**src/rtl/seq_pkg.sv**
```systemverilog
package seq_pkg;

  typedef enum logic [2:0] {
    OP_STEP = 3'b000,
    OP_SKIP = 3'b001,
    OP_JUMP = 3'b010,
    OP_CALL = 3'b011,
    OP_RET  = 3'b100,
    OP_RETI = 3'b101
  } seqOp_e;

  typedef enum logic [2:0] {
    PC_INC1,
    PC_INC2,
    PC_TARGET,
    PC_VECTOR,
    PC_STACK
  } pcSel_e;

  // Strobes from control to datapath for one instruction cycle
  typedef struct packed {
    logic   push;         // write a frame at the free slot
    logic   pop;          // remove the newest frame
    logic   pushCurrent;  // frame address is pc (interrupt) rather than pc+1 (call)
    logic   restoreFrame; // load bank and carry from the popped frame
    pcSel_e pcSel;
  } seqStrobe_t;

endpackage

```
**src/rtl/seq_ctrl.sv**
```systemverilog
module seq_ctrl
  import seq_pkg::*;
#(
  parameter int DEPTH = 8,
  localparam int CNT_W = $clog2(DEPTH + 1)
) (
  input  logic       clk,
  input  logic       rstNow,
  input  logic [2:0] opCode,
  input  logic       intEnter,
  output seqStrobe_t strobe,
  output logic       stackOverflow,
  output logic       stackUnderflow
);

  logic [CNT_W-1:0] heldCount;
  logic             stackEmpty;
  logic             stackFull;
  logic             wantPush;
  logic             wantPop;
  logic             isRet;
  logic             isReti;

  assign stackEmpty = (heldCount == '0);
  assign stackFull  = (heldCount == CNT_W'(DEPTH));
  assign isRet      = (opCode == OP_RET);
  assign isReti     = (opCode == OP_RETI);
  assign wantPush   = intEnter || (opCode == OP_CALL);
  assign wantPop    = !intEnter && (isRet || isReti);

  always_comb begin
    strobe              = '0;
    strobe.pcSel        = PC_INC1;
    strobe.push         = wantPush;
    strobe.pushCurrent  = intEnter;
    strobe.pop          = wantPop && !stackEmpty;
    strobe.restoreFrame = wantPop && !stackEmpty && isReti;
    if (intEnter) begin
      strobe.pcSel = PC_VECTOR;
    end else begin
      unique case (opCode)
        OP_SKIP:         strobe.pcSel = PC_INC2;
        OP_JUMP,
        OP_CALL:         strobe.pcSel = PC_TARGET;
        OP_RET, OP_RETI: strobe.pcSel = stackEmpty ? PC_INC1 : PC_STACK;
        default:         strobe.pcSel = PC_INC1;
      endcase
    end
  end

  always_ff @(posedge clk) begin
    if (rstNow) begin
      heldCount      <= '0;
      stackOverflow  <= 1'b0;
      stackUnderflow <= 1'b0;
    end else begin
      if (wantPush) begin
        if (stackFull) stackOverflow <= 1'b1;
        else           heldCount     <= heldCount + CNT_W'(1);
      end else if (wantPop) begin
        if (stackEmpty) stackUnderflow <= 1'b1;
        else            heldCount      <= heldCount - CNT_W'(1);
      end
    end
  end

endmodule

```
**src/rtl/seq_datapath.sv**
```systemverilog
module seq_datapath
  import seq_pkg::*;
#(
  parameter int ADDR_W = 13,
  parameter int BANK_W = 2,
  parameter int DEPTH  = 8,
  parameter logic [ADDR_W-1:0] INT_VECTOR = 'd4,
  localparam int PTR_W = (DEPTH > 1) ? $clog2(DEPTH) : 1
) (
  input  logic              clk,
  input  logic              rstNow,
  input  seqStrobe_t        strobe,
  input  logic [ADDR_W-1:0] targetAddr,
  input  logic [BANK_W-1:0] bankIn,
  input  logic              carryIn,
  output logic [ADDR_W-1:0] pc,
  output logic [BANK_W-1:0] bankOut,
  output logic              carryOut
);

  localparam logic [PTR_W-1:0] LAST_SLOT = PTR_W'(DEPTH - 1);

  logic [ADDR_W-1:0] entryPc    [DEPTH];
  logic [BANK_W-1:0] entryBank  [DEPTH];
  logic              entryCarry [DEPTH];

  logic [PTR_W-1:0]  freeSlot;
  logic [PTR_W-1:0]  topSlot;
  logic [PTR_W-1:0]  afterSlot;
  logic [ADDR_W-1:0] pcPlusOne;
  logic [ADDR_W-1:0] pcPlusTwo;
  logic [ADDR_W-1:0] pushAddr;
  logic [ADDR_W-1:0] pcNext;

  assign topSlot   = (freeSlot == '0) ? LAST_SLOT : freeSlot - PTR_W'(1);
  assign afterSlot = (freeSlot == LAST_SLOT) ? '0 : freeSlot + PTR_W'(1);
  assign pcPlusOne = pc + ADDR_W'(1);
  assign pcPlusTwo = pc + ADDR_W'(2);
  assign pushAddr  = strobe.pushCurrent ? pc : pcPlusOne;

  always_comb begin
    unique case (strobe.pcSel)
      PC_INC2:   pcNext = pcPlusTwo;
      PC_TARGET: pcNext = targetAddr;
      PC_VECTOR: pcNext = INT_VECTOR;
      PC_STACK:  pcNext = entryPc[topSlot];
      default:   pcNext = pcPlusOne;
    endcase
  end

  // Frame storage: overwrites wrap onto the oldest slot
  always_ff @(posedge clk) begin
    for (int e = 0; e < DEPTH; e++) begin
      if (!rstNow && strobe.push && (freeSlot == PTR_W'(e))) begin
        entryPc[e]    <= pushAddr;
        entryBank[e]  <= bankIn;
        entryCarry[e] <= carryIn;
      end
    end
  end

  always_ff @(posedge clk) begin
    if (rstNow) begin
      pc       <= '0;
      freeSlot <= '0;
      bankOut  <= '0;
      carryOut <= 1'b0;
    end else begin
      pc <= pcNext;
      if (strobe.push)     freeSlot <= afterSlot;
      else if (strobe.pop) freeSlot <= topSlot;
      if (strobe.restoreFrame) begin
        bankOut  <= entryBank[topSlot];
        carryOut <= entryCarry[topSlot];
      end
    end
  end

endmodule

```
**src/rtl/prog_sequencer.sv**
```systemverilog
module prog_sequencer
  import seq_pkg::*;
#(
  parameter int ADDR_W = 13,
  parameter int BANK_W = 2,
  parameter int DEPTH  = 8,
  parameter logic [ADDR_W-1:0] INT_VECTOR = 'd4
) (
  input  logic              clk,
  input  logic              rstN,
  input  logic              porFlag,
  input  logic [2:0]        opCode,
  input  logic [ADDR_W-1:0] targetAddr,
  input  logic              intEnter,
  input  logic [BANK_W-1:0] bankIn,
  input  logic              carryIn,
  output logic [ADDR_W-1:0] pc,
  output logic [BANK_W-1:0] bankOut,
  output logic              carryOut,
  output logic              stackOverflow,
  output logic              stackUnderflow
);

  logic       rstNow;
  seqStrobe_t strobe;

  assign rstNow = !rstN || porFlag;

  seq_ctrl #(.DEPTH(DEPTH)) u_ctrl (
    .clk           (clk),
    .rstNow        (rstNow),
    .opCode        (opCode),
    .intEnter      (intEnter),
    .strobe        (strobe),
    .stackOverflow (stackOverflow),
    .stackUnderflow(stackUnderflow)
  );

  seq_datapath #(
    .ADDR_W    (ADDR_W),
    .BANK_W    (BANK_W),
    .DEPTH     (DEPTH),
    .INT_VECTOR(INT_VECTOR)
  ) u_dp (
    .clk       (clk),
    .rstNow    (rstNow),
    .strobe    (strobe),
    .targetAddr(targetAddr),
    .bankIn    (bankIn),
    .carryIn   (carryIn),
    .pc        (pc),
    .bankOut   (bankOut),
    .carryOut  (carryOut)
  );

endmodule

```
**config.mk**
```make
export PLATFORM = sky130hd
export DESIGN_NAME = prog_sequencer
export DESIGN_NICKNAME = d
export VERILOG_FILES = /design/src/rtl/seq_pkg.sv /design/src/rtl/seq_ctrl.sv /design/src/rtl/seq_datapath.sv /design/src/rtl/prog_sequencer.sv
export SDC_FILE = /design/constraint.sdc
export NUM_CORES = 1
export LEC_CHECK = 0
export BUFFER_PORTS_ARGS = -buffer_cell sky130_fd_sc_hd__clkbuf_2
export CORE_ASPECT_RATIO = 0.5
export CORE_MARGIN = 3
export CORE_UTILIZATION = 55
export DETAILED_ROUTE_END_ITERATION = 7
export PLACE_DENSITY = 0.76
export SETUP_SLACK_MARGIN = 0.4
export SLEW_MARGIN = 30
export SYNTH_ARGS = -nofsm -noshare
export SYNTH_HDL_FRONTEND = slang
export SYNTH_SLANG_ARGS = --single-unit
```
**constraint.sdc**
```tcl
create_clock -name clk -period 2.95 [get_ports clk]
set_input_delay 0.7375 -clock clk [delete_from_list [all_inputs] [get_ports clk]]
set_output_delay 0.7375 -clock clk [all_outputs]
set_load 0.02 [all_outputs]
```
* Yosys cells after proc, flatten, opt, wreduce, memory -nomap -nowiden
Memories as Yosys holds them, arrays and structs flattened. A register that Yosys moved wholly into a read port is not among the register bits. Index checks and enable logic that the tools add are counted. Widths: inputs -> output; s select.
Word-level totals: memories kept 3, bits in writable memories 128, input port bits 23, logic and storage cells 175, register bits after elaboration 22, output and inout port bits 18
Cells by class: reduce and logical (&&, ||, !) cells 49, mux-type cells 92, bitwise logic cells 1, equal/unequal tests 19, add/subtract/negate cells 6
Memories:
- u_dp.entryPc | depth 8, width 13, read ports 1, clocked after memory_dff 0, wr ports 1, RTL line seq_datapath.sv:23 | logic [ADDR_W-1:0] entryPc [DEPTH];
- u_dp.entryBank | depth 8, width 2, read ports 1, clocked after memory_dff 1, wr ports 1, RTL line seq_datapath.sv:24 | logic [BANK_W-1:0] entryBank [DEPTH];
- u_dp.entryCarry | depth 8, width 1, read ports 1, clocked after memory_dff 1, wr ports 1, RTL line seq_datapath.sv:25 | logic entryCarry [DEPTH];
Operators with widths (number):
- $mux 13 | 8
- $reduce_or 13->1 | 7
- $mux 3 | 27
- $pmux 13 s4 | 1
- $mux 1 | 44
- $eq 3x3->1 const B | 7
- $eq 3x2->1 const B | 6
- $reduce_or 2->1 | 9
- $mux 4 | 4
- $mux 2 | 7
- $add 13x1->13 const B | 1
- $add 13x2->13 const B | 1
- $logic_and 1x1->1 | 12
- $eq 3x1->1 const B | 3
- $pmux 3 s3 | 1
- $reduce_or 1->1 | 7
- $reduce_and 3->1 | 2
- $add 4x1->4 const B | 1
- $eq 4x4->1 const B | 1
- $logic_not 1->1 | 4
- $logic_not 4->1 | 1
- $ne 2x2->1 const B | 2
- $reduce_bool 2->1 | 2
- $sub 4x1->4 const B | 1
- 6 further kinds | 8

* Depth between registers and ports, before layout
word-level depth 15, gate-level depth with buffers 11, depth with buffers taken out 9

* Cells and area by module
From an unflattened synthesis, not the netlist that was laid out.
Unflattened totals: cells, all modules 641, area, all modules 7776.2 µm²
Modules (own cells, without submodules):
- seq_datapath | times used 1, area each 7329.5 µm², cells each 590
- seq_ctrl | times used 1, area each 440.4 µm², cells each 50
- prog_sequencer | times used 1, area each 6.3 µm², cells each 1

* Worst setup path after synthesis
OpenSTA, ideal clock, no wires.
path kind input -> register, start point input opCode[2], end point memory u_dp.entryBank[0][0] (enable), arrival time 2.747 ns, path buffers 2, data required time 2.541 ns, stages on the path 6, path slack -0.207 ns, path through buf_6 and2b_2 a21o_1 buf_2 clkinv_1 nor3_1
On the way: word-level cells in the longest chain between the ends 14
Ends and longest elaborated chain:
- from (decl) | RTL line prog_sequencer.sv:12 | input logic [2:0] opCode,
- $eq 3x2->1 (*) | RTL line seq_ctrl.sv:28 | assign wantPush = intEnter || (opCode == OP_CALL);
- $logic_or 1x1->1 (*) | RTL line seq_ctrl.sv:28
- $logic_and 1x1->1 (*) | RTL line seq_datapath.sv:54 | if (!rstNow && strobe.push && (freeSlot == PTR_W'(e))) begin
- $logic_and 1x1->1 | RTL line seq_datapath.sv:54
- $mux 1 | RTL line seq_datapath.sv:54
- $mux 1 (not written as such) | RTL line seq_datapath.sv:56 | entryBank[e] <= bankIn;
- $reduce_or 2->1 (no line)
- $mux 3 (no line) / $mux 1 (equally long branches) (7 in a row)
- to (decl) | RTL line seq_datapath.sv:24
Every way passes the cells marked *; elsewhere a longest branch is shown, timed or not.

* Worst setup path after layout
start point register u_dp.freeSlot[0], end point register u_dp.pc[0]
On the way: word-level cells in the longest chain between the ends 4
Ends and longest elaborated chain:
- from (decl) | RTL line seq_datapath.sv:27 | logic [PTR_W-1:0] freeSlot;
- from (signal assigned) | RTL line seq_datapath.sv:70 | if (strobe.push) freeSlot <= afterSlot;
- from (signal assigned) | RTL line seq_datapath.sv:71 | else if (strobe.pop) freeSlot <= topSlot;
- $sub 3x1->3 / $logic_not 3->1 (equally long branches) | RTL line seq_datapath.sv:35 | assign topSlot = (freeSlot == '0) ? LAST_SLOT : freeSlot - PTR_W'(1);
- $mux 3 (*) | RTL line seq_datapath.sv:35
- $mem_v2 8x13 (*)
- $pmux 13 s4 (*) | RTL line seq_datapath.sv:42 | unique case (strobe.pcSel)
- to (signal assigned) | RTL line seq_datapath.sv:69 | pc <= pcNext;
- to (decl) | RTL line seq_datapath.sv:16 | output logic [ADDR_W-1:0] pc,
Marked as above. A chain may end at the register's enable or synchronous reset.

==> run_summary.xml <==
<?xml version="1.0" encoding="UTF-8"?>
<metrics>
  <group name="worst_setup_path">
    <metric name="crit_path_max_fanout" unit="">15</metric>
    <metric name="ff2ff_setup_slack" unit="ns">0.53</metric>
    <metric name="critPathKind" unit="">reg2reg</metric>
    <metric name="ff2ff_path_depth" unit="">7</metric>
    <metric name="cp.required" unit="ns">3.26</metric>
    <metric name="nature_of_the_critical_path_startpoint" unit="">flop</metric>
    <metric name="timing.rr.end" unit="">u_dp.pc[0]$_SDFFE_PP0N_</metric>
    <metric name="end_kind" unit="">flop</metric>
    <metric name="worst_r2r_startpoint" unit="">u_dp.freeSlot[0]$_SDFFE_PP0P_</metric>
    <metric name="critPathArrivalTime" unit="ns">2.73</metric>
  </group>
  <group name="clock_network">
    <metric name="htree_levels" unit="">4</metric>
    <metric name="cts_tree" unit="">built</metric>
    <metric name="post-cts-setup-buffer-count" unit="">0</metric>
    <metric name="cts.reportedPaths.clkPinSlew" unit="ns">0.07</metric>
    <metric name="clock_latency" unit="ns">0.43</metric>
    <metric name="cts_sinks" unit="">153</metric>
    <metric name="cts_hold_buf" unit="">0</metric>
    <metric name="max-clock-path-buffers" unit="">2</metric>
    <metric name="number_of_buffers_added_by_the_clock_tree_synthesis_step" unit="">17</metric>
    <metric name="clk_root_buffer_cell" unit="">clkbuf_16</metric>
  </group>
  <group name="placed_design">
    <metric name="dpl.hpwl" unit="mm">10.47</metric>
    <metric name="dpl_worst_slack" unit="ns">0.4055</metric>
    <metric name="port_buffers" unit="">40</metric>
    <metric name="finalWeightedCongestion" unit="">0.8722</metric>
  </group>
  <group name="layout">
    <metric name="final_cell_mix" unit="">128 x edfxtp_1, 40 x clkbuf_2, 28 x nand2_1, 28 x mux4_2, 26 x buf_4</metric>
    <metric name="nNetsFinal" unit="">574</metric>
    <metric name="area_delta_synth_final" unit="%">15.76</metric>
    <metric name="layout-drive-gt1-share" unit="">0.2790</metric>
    <metric name="mostFrequentLayoutCell" unit="">edfxtp_1</metric>
    <metric name="n_antenna_cell" unit="">0</metric>
  </group>
  <group name="grt">
    <metric name="globalRouteOverflowTotal" unit="">0</metric>
    <metric name="wire_length_of_the_first_global_routing_pass" unit="mm">26.22</metric>
    <metric name="grt_util_all_layers" unit="">0.2466</metric>
    <metric name="number_of_global_route_vias_before_repair" unit="">4514</metric>
    <metric name="grt_max_degree" unit="">23</metric>
    <metric name="antenna_violations_before_repair" unit="">0</metric>
  </group>
  <group name="sta">
    <metric name="grt_setup_unrepaired" unit="">no</metric>
    <metric name="report.final.hold_viol_count" unit="">0</metric>
    <metric name="timing.slew.headroom" unit="">0.4408</metric>
    <metric name="max_slew.worst_pin.slew" unit="ns">0.8328</metric>
    <metric name="clock.fmax" unit="GHz">0.4130</metric>
    <metric name="clock_skew" unit="ns">0.01089</metric>
    <metric name="period_needed" unit="ns">2.421</metric>
    <metric name="final.period_utilization" unit="">0.8207</metric>
    <metric name="final_number_of_max_transition_violations" unit="">0</metric>
    <metric name="setup_slack" unit="ns">0.5289</metric>
    <metric name="setup_viol" unit="">0</metric>
    <metric name="tns" unit="ns">0</metric>
  </group>
  <group name="drt">
    <metric name="drc" unit="">0</metric>
    <metric name="wl_per_cell" unit="microns">23.44</metric>
    <metric name="detail_route.iter0.violations" unit="">520</metric>
    <metric name="routed_via_density" unit="">6.481</metric>
    <metric name="dr_total_vias" unit="">4647</metric>
    <metric name="detail-route-antenna-nets" unit="">0</metric>
    <metric name="drt_pass1_iterations" unit="">6</metric>
    <metric name="totalWireLength" unit="mm">16.81</metric>
  </group>
  <group name="pwr">
    <metric name="power_per_cell_area" unit="nW/um^2">625.1</metric>
    <metric name="internal_power_contribution" unit="mW">3.882</metric>
    <metric name="sw_frac_of_total" unit="">0.2381</metric>
    <metric name="lkg_pwr" unit="nW">2.963</metric>
    <metric name="ir_worst_vdd" unit="mV">0.4874</metric>
    <metric name="clkPwrFrac" unit="">0.459</metric>
    <metric name="pwr-share-comb" unit="">0.073</metric>
    <metric name="power_frac_seq" unit="">0.468</metric>
    <metric name="net_switching_power_figure" unit="mW">1.213</metric>
  </group>
  <group name="synthesis">
    <metric name="syn-num-nets" unit="">520</metric>
    <metric name="synth_cells" unit="">485</metric>
    <metric name="synth.yosys.seq_area_share" unit="">0.6169</metric>
    <metric name="post_synth_fa_ha_maj_area_fraction" unit="">0.02239</metric>
    <metric name="syn-cell-area" unit="sq um">7042</metric>
    <metric name="syn-mean-instance-area" unit="sq um">14.52</metric>
    <metric name="yosys.cell_types.count" unit="">64</metric>
    <metric name="synth_simple_gate_area_share" unit="">0.09613</metric>
    <metric name="combinational_family_with_the_most_area_after_synthesis" unit="">multiplexers</metric>
    <metric name="yosys_most_used_dff" unit="">edfxtp_1</metric>
    <metric name="synth_enable_flop_cells" unit="">128</metric>
    <metric name="yosysWarningCount" unit="">0</metric>
    <metric name="asyncSetResetFlopFracSynth" unit="">0</metric>
    <metric name="synth-seq-cells" unit="">153</metric>
    <metric name="yosys.area_share.xor_xnor" unit="">0.03980</metric>
    <metric name="synth_mux_area_frac" unit="">0.1134</metric>
    <metric name="synth_compound_area_frac" unit="">0.07392</metric>
  </group>
  <group name="floorplan">
    <metric name="die_area" unit="sq um">14280</metric>
    <metric name="floorplan.initialDensity" unit="">0.5793</metric>
    <metric name="rows" unit="">28</metric>
    <metric name="standard_cell_core_area" unit="sq um">12160</metric>
    <metric name="fp.dieW" unit="microns">166.0</metric>
    <metric name="fp.dieH" unit="microns">86.01</metric>
    <metric name="io_pins" unit="">41</metric>
  </group>
  <group name="min_path">
    <metric name="hold-path-cell-count" unit="">2</metric>
    <metric name="worstHoldStart" unit="">u_ctrl.stackUnderflow$_SDFFE_PP0P_</metric>
    <metric name="worstHoldEndpoint" unit="">u_ctrl.stackUnderflow$_SDFFE_PP0P_</metric>
    <metric name="hold_class" unit="">reg2reg</metric>
  </group>
  <group name="run_status">
    <metric name="run_status" unit="">finished clean</metric>
  </group>
  <group name="job">
    <metric name="drv_cap" unit="">0</metric>
  </group>
</metrics>
## what timing repair did
item | 4_1_cts | 5_1_grt
resized for setup | 1 | 5
hold endpoints to repair | 0 | 0
endpoints found under the setup margin | 1 | 34
## layer usage
metal,up-vias,global-route usage,wire (microns)
met2,267,0.3828,7856
met5,-,0,0
met1,2348,0.3461,7197
met3,25,0.06446,1531
li1,2007,-,-
met4,0,0.08151,221
## worst max path at each step
stage	start	end	slack, ns	cells after the start
2_1_floorplan	opCode[2]	u_ctrl.heldCount[3]$_SDFFE_PP0P_	0.43	11
3_3_place_gp	u_dp.freeSlot[0]$_SDFFE_PP0P_	u_dp.carryOut$_SDFFE_PP0P_	0.44	8
3_5_place_dp	opCode[2]	u_dp.entryPc[1][7]$_DFFE_PP_	0.41	6
4_1_cts	u_dp.freeSlot[0]$_SDFFE_PP0P_	u_dp.pc[12]$_SDFF_PP0_	0.41	8
5_1_grt	u_dp.freeSlot[0]$_SDFFE_PP0P_	u_dp.pc[0]$_SDFFE_PP0N_	0.42	7
6_report	u_dp.freeSlot[0]$_SDFFE_PP0P_	u_dp.pc[0]$_SDFFE_PP0N_	0.53	7
## synth_stat cells (all sizes together) (2+ instances only)
cell type / count / area, sq um
and2: 2 / 12.51
nand2: 28 / 105.1
and3: 7 / 43.79
nand2b: 5 / 38.78
ha: 11 / 137.6
nor2b: 3 / 18.77
or4: 2 / 15.01
a21oi: 17 / 85.08
nand4: 4 / 25.02
mux2i: 13 / 130.1
nor3b: 3 / 22.52
nor3: 17 / 85.08
or2: 2 / 12.51
buf: 12 / 78.82
a211oi: 5 / 37.54
or3: 3 / 20.02
a221oi: 9 / 78.83
edfxtp: 128 / 3844
o211ai: 3 / 22.52
nor4: 5 / 37.53
xor2: 19 / 166.4
a21o: 3 / 22.52
o22ai: 7 / 43.79
dfxtp: 25 / 500.5
xnor2: 13 / 113.9
o311ai: 2 / 17.52
a222oi: 2 / 20.02
nand3: 17 / 85.08
a31oi: 6 / 37.54
inv: 8 / 30.03
o31ai: 3 / 22.52
mux4: 29 / 656.9
a211o: 2 / 18.77
nor2: 24 / 92.59
o21ai: 9 / 48.80
clkbuf: 21 / 151.4
and2b: 2 / 17.52
## logic make-up (layout without fill, tap and decap cells)
kind of cell / after synthesis / count (layout)
AND/OR/NAND/NOR: 128 / 128
flip-flops: 153 / 153
buffers and inverters: 42 / 109
adder cells (fa/ha/maj): 12 / 12
XOR/XNOR: 32 / 32
multiplexers: 43 / 43
AO/OA/AOI/OAI: 75 / 75
## power by group through the flow
| stage | Combinational, mW | Clock [mW] | Sequential, mW |
|---|---|---|---|
| 6_report | 0.370 | 2.34 | 2.39 |
| 5_1_grt | 0.399 | 2.46 | 2.39 |
| 4_1_cts | 0.361 | 2.35 | 2.38 |
| 3_5_place_dp | 0.356 | 0 | 2.43 |
| 3_3_place_gp | 0.349 | 0 | 2.43 |
| 2_1_floorplan | 0.243 | 0 | 2.43 |
## worst max-delay path: stages (launching register included)
cell     delay, ns
dfxtp_1       0.31
inv_1         0.22
ha_4          0.25
inv_1         0.59
buf_4         0.30
mux4_2        0.31
mux2i_1       0.20
o22ai_1       0.12
## metrics by stage
step	instances	power, mW	hold slack (ns)	utilization	instance area (sq um)
detailed placement	685	2.788	0.4699	0.6150	7476
floorplan	485	2.672	0.5272	-	7061
finish	717	5.096	0.4863	0.6705	8152
global route	717	5.246	0.5256	0.6705	8152
CTS	717	5.095	0.4897	0.6678	8118
global placement	685	2.780	0.4651	0.6150	7476
## sequential cells by signal, summed over array words and instances, names as in the netlist, 2 cells and up
signal and flops:
u_dp.pc 13, u_dp.entryPc 104, u_dp.entryCarry 8, u_dp.freeSlot 3
u_dp.entryBank 16, u_dp.bankOut 2, u_ctrl.heldCount 4
## cell type report
type | count | area, sq um
flip-flops and latches | 153 | 4344
fillers | 830 | 4005
multi-input cells | 290 | 2496
repair buffers | 68 | 435.4
clock buffers | 17 | 425.4
clock inverters | 15 | 209.0
well taps | 165 | 206.4
inverters | 9 | 35.03
(Power assumes the default switching activity.)
